File: src/rtl/bpm_pkg.sv
package bpm_pkg;

    typedef enum logic [1:0] {
        ACQ_ARMED  = 2'd0,
        ACQ_LOCKED = 2'd1,
        ACQ_SPENT  = 2'd2
    } acq_state_t;

    typedef enum logic [1:0] {
        CHK_LIVE  = 2'd0,
        CHK_GAP   = 2'd1,
        CHK_PULSE = 2'd2
    } chk_state_t;

endpackage

File: src/rtl/bpm_alt_run.sv
module bpm_alt_run #(
    parameter int ALT_LEN = 8
) (
    input  logic clk,
    input  logic rst_n,
    input  logic ui_en,
    input  logic bit_in,
    output logic pattern_seen
);
    localparam int RW = $clog2(ALT_LEN + 1);
    localparam logic [RW-1:0] RUN_MAX = RW'(ALT_LEN);
    localparam logic [RW-1:0] RUN_ONE = RW'(1);

    logic [RW-1:0] run_q;
    logic          prev_bit;
    logic          have_prev;

    always_ff @(posedge clk or negedge rst_n) begin
        if (!rst_n) begin
            run_q     <= '0;
            prev_bit  <= 1'b0;
            have_prev <= 1'b0;
        end else if (ui_en) begin
            have_prev <= 1'b1;
            prev_bit  <= bit_in;
            if (!have_prev || bit_in == prev_bit)
                run_q <= RUN_ONE;
            else if (run_q != RUN_MAX)
                run_q <= run_q + RUN_ONE;
        end
    end

    assign pattern_seen = (run_q == RUN_MAX);


    no_false_seen_chk: assert property (@(posedge clk) disable iff (!rst_n)
        ui_en && have_prev && (bit_in == prev_bit) |=> !pattern_seen);

endmodule

File: src/rtl/bpm_acq_fsm.sv
module bpm_acq_fsm
    import bpm_pkg::*;
(
    input  logic clk,
    input  logic rst_n,
    input  logic ui_en,
    input  logic rx_reset,
    input  logic burst_end,
    input  logic pattern_seen,
    output logic acquired
);
    acq_state_t state_q, state_n;

    always_ff @(posedge clk or negedge rst_n) begin
        if (!rst_n) state_q <= ACQ_ARMED;
        else        state_q <= state_n;
    end

    always_comb begin
        state_n = state_q;
        if (ui_en) begin
            unique case (state_q)
                ACQ_ARMED: begin
                    if (rx_reset)          state_n = ACQ_ARMED;
                    else if (burst_end)    state_n = ACQ_SPENT;
                    else if (pattern_seen) state_n = ACQ_LOCKED;
                end
                ACQ_LOCKED: begin
                    if (rx_reset)          state_n = ACQ_ARMED;
                    else if (burst_end)    state_n = ACQ_SPENT;
                end
                ACQ_SPENT: begin
                    if (rx_reset)          state_n = ACQ_ARMED;
                end
                default:                   state_n = ACQ_ARMED;
            endcase
        end
    end

    always_comb begin
        acquired = (state_q == ACQ_LOCKED);
    end


    acquire_chk: assert property (@(posedge clk) disable iff (!rst_n)
        ui_en && state_q == ACQ_ARMED && pattern_seen && !rx_reset && !burst_end
        |=> acquired);


    reset_rearm_chk: assert property (@(posedge clk) disable iff (!rst_n)
        ui_en && rx_reset |=> !acquired && state_q == ACQ_ARMED);


    burst_end_drop_chk: assert property (@(posedge clk) disable iff (!rst_n)
        ui_en && burst_end && !rx_reset |=> !acquired);


    acq_hold_chk: assert property (@(posedge clk) disable iff (!rst_n)
        !ui_en |=> $stable(acquired));

endmodule

File: src/rtl/bpm_reset_chk.sv
module bpm_reset_chk
    import bpm_pkg::*;
#(
    parameter int ASSERT_WIN = 8,
    parameter int MIN_WIDTH  = 16
) (
    input  logic clk,
    input  logic rst_n,
    input  logic ui_en,
    input  logic rx_reset,
    input  logic burst_end,
    input  logic pattern_seen,
    output logic late_assert_err,
    output logic short_pulse_err,
    output logic late_release_err
);
    localparam int GW = $clog2(ASSERT_WIN + 1);
    localparam int WW = $clog2(MIN_WIDTH + 1);
    localparam logic [GW-1:0] GAP_MAX  = GW'(ASSERT_WIN);
    localparam logic [GW-1:0] GAP_LAST = GW'(ASSERT_WIN - 1);
    localparam logic [WW-1:0] WID_MAX  = WW'(MIN_WIDTH);

    chk_state_t    state_q, state_n;
    logic [GW-1:0] gap_q, gap_n;
    logic [WW-1:0] wid_q, wid_n;
    logic          la_q, la_n, sp_q, sp_n, lr_q, lr_n;
    logic          rst_prev_q;
    logic          rise;

    assign rise = ui_en && rx_reset && !rst_prev_q;

    always_ff @(posedge clk or negedge rst_n) begin
        if (!rst_n) begin
            state_q    <= CHK_LIVE;
            gap_q      <= '0;
            wid_q      <= '0;
            la_q       <= 1'b0;
            sp_q       <= 1'b0;
            lr_q       <= 1'b0;
            rst_prev_q <= 1'b0;
        end else begin
            state_q <= state_n;
            gap_q   <= gap_n;
            wid_q   <= wid_n;
            la_q    <= la_n;
            sp_q    <= sp_n;
            lr_q    <= lr_n;
            if (ui_en) rst_prev_q <= rx_reset;
        end
    end

    always_comb begin
        state_n = state_q;
        gap_n   = gap_q;
        wid_n   = wid_q;
        la_n    = la_q;
        sp_n    = sp_q;
        lr_n    = lr_q;
        if (ui_en) begin
            unique case (state_q)
                CHK_LIVE: begin
                    if (rise) begin
                        la_n    = 1'b0;
                        sp_n    = 1'b0;
                        lr_n    = 1'b0;
                        wid_n   = WW'(1);
                        state_n = CHK_PULSE;
                    end else if (burst_end) begin
                        gap_n   = '0;
                        state_n = CHK_GAP;
                    end
                end
                CHK_GAP: begin
                    if (rx_reset) begin
                        la_n    = (gap_q >= GAP_MAX);
                        sp_n    = 1'b0;
                        lr_n    = 1'b0;
                        wid_n   = WW'(1);
                        state_n = CHK_PULSE;
                    end else begin
                        if (gap_q != GAP_MAX) gap_n = gap_q + GW'(1);
                        if (gap_q == GAP_LAST) la_n = 1'b1;
                    end
                end
                CHK_PULSE: begin
                    if (rx_reset) begin
                        if (wid_q != WID_MAX) wid_n = wid_q + WW'(1);
                        if (pattern_seen)     lr_n  = 1'b1;
                    end else begin
                        if (wid_q < WID_MAX)  sp_n  = 1'b1;
                        state_n = CHK_LIVE;
                    end
                end
                default: state_n = CHK_LIVE;
            endcase
        end
    end

    always_comb begin
        late_assert_err  = la_q;
        short_pulse_err  = sp_q;
        late_release_err = lr_q;
    end


    clear_on_assert_chk: assert property (@(posedge clk) disable iff (!rst_n)
        rise |=> !short_pulse_err && !late_release_err);


    short_at_release_chk: assert property (@(posedge clk) disable iff (!rst_n)
        $rose(short_pulse_err) |-> $past(ui_en && !rx_reset));


    timely_assert_chk: assert property (@(posedge clk) disable iff (!rst_n)
        ui_en && state_q == CHK_GAP && rx_reset && gap_q < GAP_MAX |=> !late_assert_err);


    flag_hold_chk: assert property (@(posedge clk) disable iff (!rst_n)
        !ui_en |=> $stable({late_assert_err, short_pulse_err, late_release_err}));

endmodule

File: src/rtl/burst_preamble_monitor.sv
module burst_preamble_monitor #(
    parameter int ALT_LEN    = 8,
    parameter int ASSERT_WIN = 8,
    parameter int MIN_WIDTH  = 16
) (
    input  logic clk,
    input  logic rst_n,
    input  logic ui_en,
    input  logic bit_in,
    input  logic rx_reset,
    input  logic burst_end,
    output logic acquired,
    output logic late_assert_err,
    output logic short_pulse_err,
    output logic late_release_err
);
    logic pattern_seen;

    bpm_alt_run #(.ALT_LEN(ALT_LEN)) u_run (
        .clk          (clk),
        .rst_n        (rst_n),
        .ui_en        (ui_en),
        .bit_in       (bit_in),
        .pattern_seen (pattern_seen)
    );

    bpm_acq_fsm u_acq (
        .clk          (clk),
        .rst_n        (rst_n),
        .ui_en        (ui_en),
        .rx_reset     (rx_reset),
        .burst_end    (burst_end),
        .pattern_seen (pattern_seen),
        .acquired     (acquired)
    );

    bpm_reset_chk #(.ASSERT_WIN(ASSERT_WIN), .MIN_WIDTH(MIN_WIDTH)) u_chk (
        .clk              (clk),
        .rst_n            (rst_n),
        .ui_en            (ui_en),
        .rx_reset         (rx_reset),
        .burst_end        (burst_end),
        .pattern_seen     (pattern_seen),
        .late_assert_err  (late_assert_err),
        .short_pulse_err  (short_pulse_err),
        .late_release_err (late_release_err)
    );


    reset_quiet_chk: assert property (@(posedge clk) disable iff (!rst_n)
        $rose(rst_n) |-> !acquired && !late_assert_err && !short_pulse_err && !late_release_err);

endmodule

File: config.mk
export PLATFORM = sky130hd
export DESIGN_NAME = burst_preamble_monitor
export DESIGN_NICKNAME = d
export VERILOG_FILES = /design/src/rtl/bpm_pkg.sv /design/src/rtl/bpm_alt_run.sv /design/src/rtl/bpm_acq_fsm.sv /design/src/rtl/bpm_reset_chk.sv /design/src/rtl/burst_preamble_monitor.sv
export SDC_FILE = /design/constraint.sdc
export NUM_CORES = 1
export LEC_CHECK = 0
export ABC_CLOCK_PERIOD_IN_PS = 3270
export BUFFER_PORTS_ARGS = -buffer_cell sky130_fd_sc_hd__buf_2
export CAP_MARGIN = 0
export CORE_UTILIZATION = 62
export CTS_CLUSTER_DIAMETER = 50
export DETAILED_ROUTE_END_ITERATION = 6
export GPL_TIMING_DRIVEN = 0
export PLACE_DENSITY = 0.79
export SLEW_MARGIN = 30
export SYNTH_ARGS = -nofsm -noshare
export SYNTH_HDL_FRONTEND = slang
export SYNTH_HIERARCHICAL = 1
export SYNTH_SLANG_ARGS = --single-unit
File: constraint.sdc
create_clock -name clk -period 3.27 [get_ports clk]
set_input_delay 0.1635 -clock clk [delete_from_list [all_inputs] [get_ports clk]]
set_output_delay 0.1635 -clock clk [all_outputs]
set_load 0.05 [all_outputs]
==> results of run 1 <==
==> flip-flops by register name, indices dropped and copies added, names as in the netlist <==
register                cells
u_acq/state_q               2
u_chk/gap_q                 4
u_chk/late_assert_err       1
u_chk/late_release_err      1
u_chk/rst_prev_q            1
u_chk/short_pulse_err       1
u_chk/state_q               2
u_chk/wid_q                 5
u_run/have_prev             1
u_run/prev_bit              1
u_run/run_q                 4
==> cell families after synthesis <==
| kind of cell | count (synthesis) | share of synthesized area |
|---|---|---|
| and+or+nand+nor | 50 | 0.237 |
| AOI/OAI and AO/OA | 31 | 0.185 |
| DFF | 23 | 0.418 |
| buffers and inverters | 21 | 0.0618 |
| adders and majority gates | 6 | 0.0545 |
| muxes | 5 | 0.0372 |
| xor gates and xnor gates | 1 | 0.00636 |
==> critical path: cells and delay by family, from the launching register on <==
family / cells / cell delay, ns
compound gates: 1 / 0.34
simple gates: 2 / 0.56
buf+inv: 1 / 0.16
flops: 1 / 0.43
==> path summary, 6_finish.rpt <==
check / from / endpoint / cells past startpoint
worst max-delay path: u_chk/state_q[0] / u_chk/late_release_err / 4
worst max register to register: u_chk/state_q[0] / u_chk/late_release_err / 4
min in group asynchronous: rst_n / u_chk/state_q[0] / 2
worst min register to register: u_run/have_prev / u_run/have_prev / 2
max in group asynchronous: rst_n / u_chk/rst_prev_q / 2
worst min-delay path: bit_in / u_run/prev_bit / 2
==> stage by stage <==
step           cell area (sq um)  utilization
5_1_grt                     1490        0.739
6_report                    1490        0.739
3_5_place_dp                1460        0.720
3_3_place_gp                1460        0.720
2_1_floorplan               1380            -
4_1_cts                     1490        0.739
==> cells in the mapped netlist, drive strengths merged, types with 3 or more instances <==
cell type and count:
nor3 4, o21ai 3, nand3 6, buf 5, a22o 4, dfrtp 23
nand2 6, nor2b 6, and3 3, a21oi 3, and3b 3, a31oi 3
ha 6, nor2 3, mux2i 4, inv 16
==> repair_timing <==
item / CTS / global route
gates resized for setup: 0 / 0
hold buffers: 1 / 0
endpoints found under the hold margin: 23 / 0
==> layout make-up <==
| cell class | count | share of cell area |
|---|---|---|
| plain buffers | 5 | 0.0168 |
| well taps | 27 | 0.0226 |
| flip-flops and latches | 23 | 0.385 |
| clock inverters | 1 | 0.00335 |
| multi-input cells | 93 | 0.480 |
| inverters | 16 | 0.0402 |
| clock buffers | 3 | 0.0151 |
| repair buffers | 10 | 0.0369 |
==> layout by cell type (no fill, tap or decap), types with 4 or more instances in the layout <==
cell type / count
a22o_1: 4
buf_2: 14
dfrtp_1: 23
ha_1: 6
inv_1: 16
mux2i_1: 4
nand2_1: 6
nand3_1: 6
nor2b_1: 6
nor3_1: 4
==> layer usage <==
layer / part of all wire / vias up / track usage
met2: 0.47 / 18 / 0.384
met3: 0.025 / 2 / 0.0312
li1: - / 535 / -
met4: 0.0056 / 0 / 0.0588
met1: 0.50 / 503 / 0.318
met5: 0 / - / 0
==> power by group through the flow <==
stage | logic (uW) | clock network (uW) | registers, uW
6_report | 378 | 130 | 466
5_1_grt | 420 | 145 | 478
4_1_cts | 380 | 134 | 463
3_5_place_dp | 378 | 0 | 470
3_3_place_gp | 366 | 0 | 462
2_1_floorplan | 243 | 0 | 509
==> results.txt, run 1 <==
status: finished, final reports clean
Clock Pin Slew Worst Setup and Hold Paths: 0.14 ns
Tmin final: 1.59 ns
number of global-route vias before repair: 1012
Port Buf Inserts: 9
antenna cells: 0
Async S/R FF share, synth: 1.00
Pwr per Cell Area: 652 nW/um^2
Slew Limit Fails: 0
CTS Sinks: 23
max incr delay on CP: 0.43 ns
CORE AREA: 2020 sq um
worst-path cell chain: or3b_1 -> buf_2 -> and3_4 -> a311o_1
critical path endpoint category: flop
CTS tree: built
CTS H-tree lvls: 1
worst-skew pair later-pin latency: 0.31 ns
Seq pwr share: 0.478
fin nets: 164
commonest register cell after synthesis: dfrtp_1
Die Area: 2410 sq um
Clock Path Buffers: 2
EDFF count, synth: 0
max-cap viol count: 0
Multi-input gate area: 717 sq um
chip width: 49.1 um
WL final: 2.51 mm
largest net degree at the start of global routing: 24
Sw Share: 0.400
Hold Path Class: primary input to flop
clock share of power: 0.134
cell internal pwr: 584 uW
VDD IR max: 0.000476 V
Hold Vio Cnt, Final: 0
P&R area growth vs syn: 8.45%
CP required: 3.48 ns
Filler Cells Inserted: 151
final setup margin: 1.68 ns
CP Class: flop to flop
final setup fails: 0
combinational group share of total power: 0.388
R2R Setup Slk: 1.68 ns
share of the synthesized area in the top cell type: 0.418
Pwr Total: 974 uW
I/O pins: 10
Worst Skew: 0.0157 ns
# placed instances: 173
GRT Resource Usage Total: 0.232
antenna-violating nets left: 0
hpwl dp: 1.88 mm
crit path launch type: flop
DRT iter0 DRCs: 13
WL per Instance: 14.1 um
leading area contributor after synthesis: dfrtp_1
vias: 1058
Highest Clock Rate: 0.630 GHz
Mapped Area: 1380 sq um
hold slack: 0.121 ns
synth warn: 6
Final Cycle Share: 0.486
Finished Layout Cells: 178
CTS buffer count: 3
Mapped Nets: 149
Root Buffer: clkbuf_4
Seq cells post-synth: 23
Setup TNS: 0 ns
first-pass GRT wire length: 4.35 mm
crit-path max FO: 6
Lkg Pwr: 0.000702 uW
sequential cell area fraction in the yosys report: 0.418
gr ovfl total: 0
Psw: 390 uW
unrepaired setup endpoints after global routing: false
top cells by area, synth: dfrtp_1 42%, ha_1 5.4%, inv_1 4.4%
setup bufs post-CTS: 0
antenna violations before repair: 0
row count: 16
starting density of the core: 0.681
cell count after synthesis: 137
Rel. slew slack: 0.628
Synth cell types: 47
layout cells sized above 1: 0.159
routability cong.: 0.833
DRC: 0
1st-pass router iterations: 4
Slew @ Worst Pin: 0.550 ns
DP Worst Slack: 1.70 ns
critical path arrival: 1.80 ns
overall die height: 49.1 um
Slowest-stage cell, CP: dfrtp_1
post-synthesis area per instance: 10.1 sq um
vias per cell: 5.94
register area: 576 sq um
(Power assumes the default switching activity.)
==> run 2: changes to the inputs <==
--- a/config.mk
+++ b/config.mk
@@ -5,14 +5,15 @@
 export SDC_FILE = /design/constraint.sdc
 export NUM_CORES = 1
 export LEC_CHECK = 0
-export ABC_CLOCK_PERIOD_IN_PS = 3270
+export ABC_CLOCK_PERIOD_IN_PS = 1500
 export BUFFER_PORTS_ARGS = -buffer_cell sky130_fd_sc_hd__buf_2
 export CAP_MARGIN = 0
-export CORE_UTILIZATION = 62
+export CORE_ASPECT_RATIO = 1.75
+export CORE_UTILIZATION = 58
 export CTS_CLUSTER_DIAMETER = 50
 export DETAILED_ROUTE_END_ITERATION = 6
 export GPL_TIMING_DRIVEN = 0
-export PLACE_DENSITY = 0.79
+export PLACE_DENSITY = 0.74
 export SLEW_MARGIN = 30
 export SYNTH_ARGS = -nofsm -noshare
 export SYNTH_HDL_FRONTEND = slang
==> constraint.sdc (replaced) <==
create_clock -name clk -period 1.5 [get_ports clk]
set_input_delay 0.075 -clock clk [delete_from_list [all_inputs] [get_ports clk]]
set_output_delay 0.075 -clock clk [all_outputs]
set_load 0.05 [all_outputs]
==> run 2 against run 1 <==
Against the previous run: the run now ends with setup timing left; fmax increased by 4.7%; critical path depth unchanged; worst setup slack worse by 1.7 ns; largest cell class unchanged; highest routed layer unchanged; hold slack got worse by 0.053 ns; via count rose by 8.3%; critical path type unchanged; clock-buffer cell count unchanged; register-to-register slack got worse by 1.7 ns; largest power group unchanged; flip-flop and latch count unchanged; wire length rose by 25%.
==> results.txt, run 2 (synthesis results as in run 1) <==
Psw: 931 uW
final core occ: 0.698
unrepaired setup endpoints after global routing: true
commonest cells after routing, fill and taps aside: 23 x dfrtp_1, 15 x inv_1, 13 x buf_2
DRT iter0 DRCs: 30
Register-to-Register Path Depth: 4
GRT Resource Usage Total: 0.275
Worst Hold Launch: bit_in
Slew Limit Fails: 0
row count: 23
first-pass GRT wire length: 4.95 mm
layout cells sized above 1: 0.224
Clock Pin Slew Worst Setup and Hold Paths: 0.09 ns
Final Cycle Share: 1.01
status: finished with violations
CP Class: flop to flop
Die Area: 2580 sq um
Critical Path Start: u_chk/state_q[1]
worst-skew pair later-pin latency: 0.27 ns
Setup TNS: -0.0227 ns
Slew @ Worst Pin: 0.540 ns
combinational group share of total power: 0.396
CTS Sinks: 23
Filler Cells Inserted: 193
Worst Skew: 0.00624 ns
Seq pwr share: 0.435
Rel. slew slack: 0.637
CP required: 1.66 ns
Hold EP: u_run/prev_bit
clock share of power: 0.168
fin nets: 169
1st-pass router iterations: 4
Hold Vio Cnt, Final: 0
crit path launch type: flop
Top reg by flops: u_chk/wid_q
final setup margin: -0.0165 ns
vias: 1146
reg2reg start: u_chk/state_q[1]
antenna-violating nets left: 0
starting density of the core: 0.606
final setup fails: 2
cell internal pwr: 1410 uW
hold slack: 0.0682 ns
gr ovfl total: 0
leading cell type in the layout, fill and taps excluded: dfrtp_1
DRC: 0
CTS buffer count: 3
Worst Hold Depth: 2
Pwr Total: 2340 uW
VDD IR max: 0.000834 V
Root Buffer: clkbuf_8
WL per Instance: 17.4 um
I/O pins: 10
WL final: 3.15 mm
Sw Share: 0.397
number of global-route vias before repair: 1117
CTS H-tree lvls: 1
Cell Area, Placed: 1450 sq um
crit-path max FO: 3
Final Cell Area: 1590 sq um
CTS tree: built
critical path arrival: 1.68 ns
antenna cells: 0
hpwl dp: 2.12 mm
Tmin final: 1.52 ns
largest net degree at the start of global routing: 24
Clock Path Buffers: 2
chip width: 38.8 um
Pwr per Cell Area: 1480 nW/um^2
Port Buf Inserts: 9
antenna violations before repair: 0
failing checks: setup timing
R2R Setup Slk: -0.02 ns
Lkg Pwr: 0.000749 uW
Hold Path Class: primary input to flop
max reg flops: 5
routability cong.: 0.728
CORE AREA: 2270 sq um
Highest Clock Rate: 0.659 GHz
max-cap viol count: 0
P&R area growth vs syn: 15.3%
overall die height: 66.5 um
largest registers: u_chk/wid_q x5, u_chk/gap_q x4, u_run/run_q x4
vias per cell: 6.33
critical path endpoint category: flop
worst r2r dst: u_chk/late_release_err
## run 2: what timing repair did
item,4_1_cts,5_1_grt
pin swaps,2,2
hold buffers,1,0
setup endpoints to repair,7,10
hold endpoints to repair,23,0
buffers inserted,1,4
resized for setup,4,6
## run 2: layout make-up
class | count | area [sq um] | share of cell area
plain buffers | 5 | 31.3 | 0.0197
flip-flops and latches | 23 | 576 | 0.362
clock buffers | 3 | 41.3 | 0.0260
inverters | 16 | 60.1 | 0.0378
multi-input cells | 93 | 751 | 0.473
repair buffers | 15 | 92.6 | 0.0583
well taps | 25 | 31.3 | 0.0197
clock inverters | 1 | 5.00 | 0.00315
## run 2: how the worst max path moves through the flow
stage	cells after the start	to
6_report	4	u_chk/late_release_err
5_1_grt	5	u_run/run_q[0]
4_1_cts	4	u_chk/late_release_err
3_5_place_dp	4	u_chk/late_release_err
3_3_place_gp	4	u_chk/late_release_err
2_1_floorplan	4	u_chk/late_release_err
## run 2: per-stage QoR
stage / setup slack [ns] / instances
final: -0.0165 / 181
after global routing: -0.0627 / 181
after CTS: -0.00727 / 177
after detailed placement: -0.0684 / 171
after global placement: -0.0410 / 171
after floorplan: 0.0112 / 137
## run 2: power by group through the flow
stage | Sequential [uW] | Combinational [uW] | Clock (uW)
detailed placement | 1020 | 837 | 0
global placement | 1020 | 802 | 0
global route | 1050 | 1020 | 424
CTS | 1020 | 869 | 405
floorplan | 1110 | 529 | 0
finish | 1020 | 930 | 395
## run 2: layer usage
metal | vias to the layer above | global-route usage | wire length [um]
li1 | 542 | - | -
met1 | 568 | 0.293 | 1170
met2 | 26 | 0.483 | 1810
met3 | 10 | 0.0267 | 57
met4 | 0 | 0.172 | 104
met5 | - | 0 | 0
## run 2: critical path, cell delays in order, from the launching register on
cell,delay [ns]
dfrtp_1,0.41
or3b_1,0.39
buf_6,0.13
and3_4,0.18
a311o_1,0.30
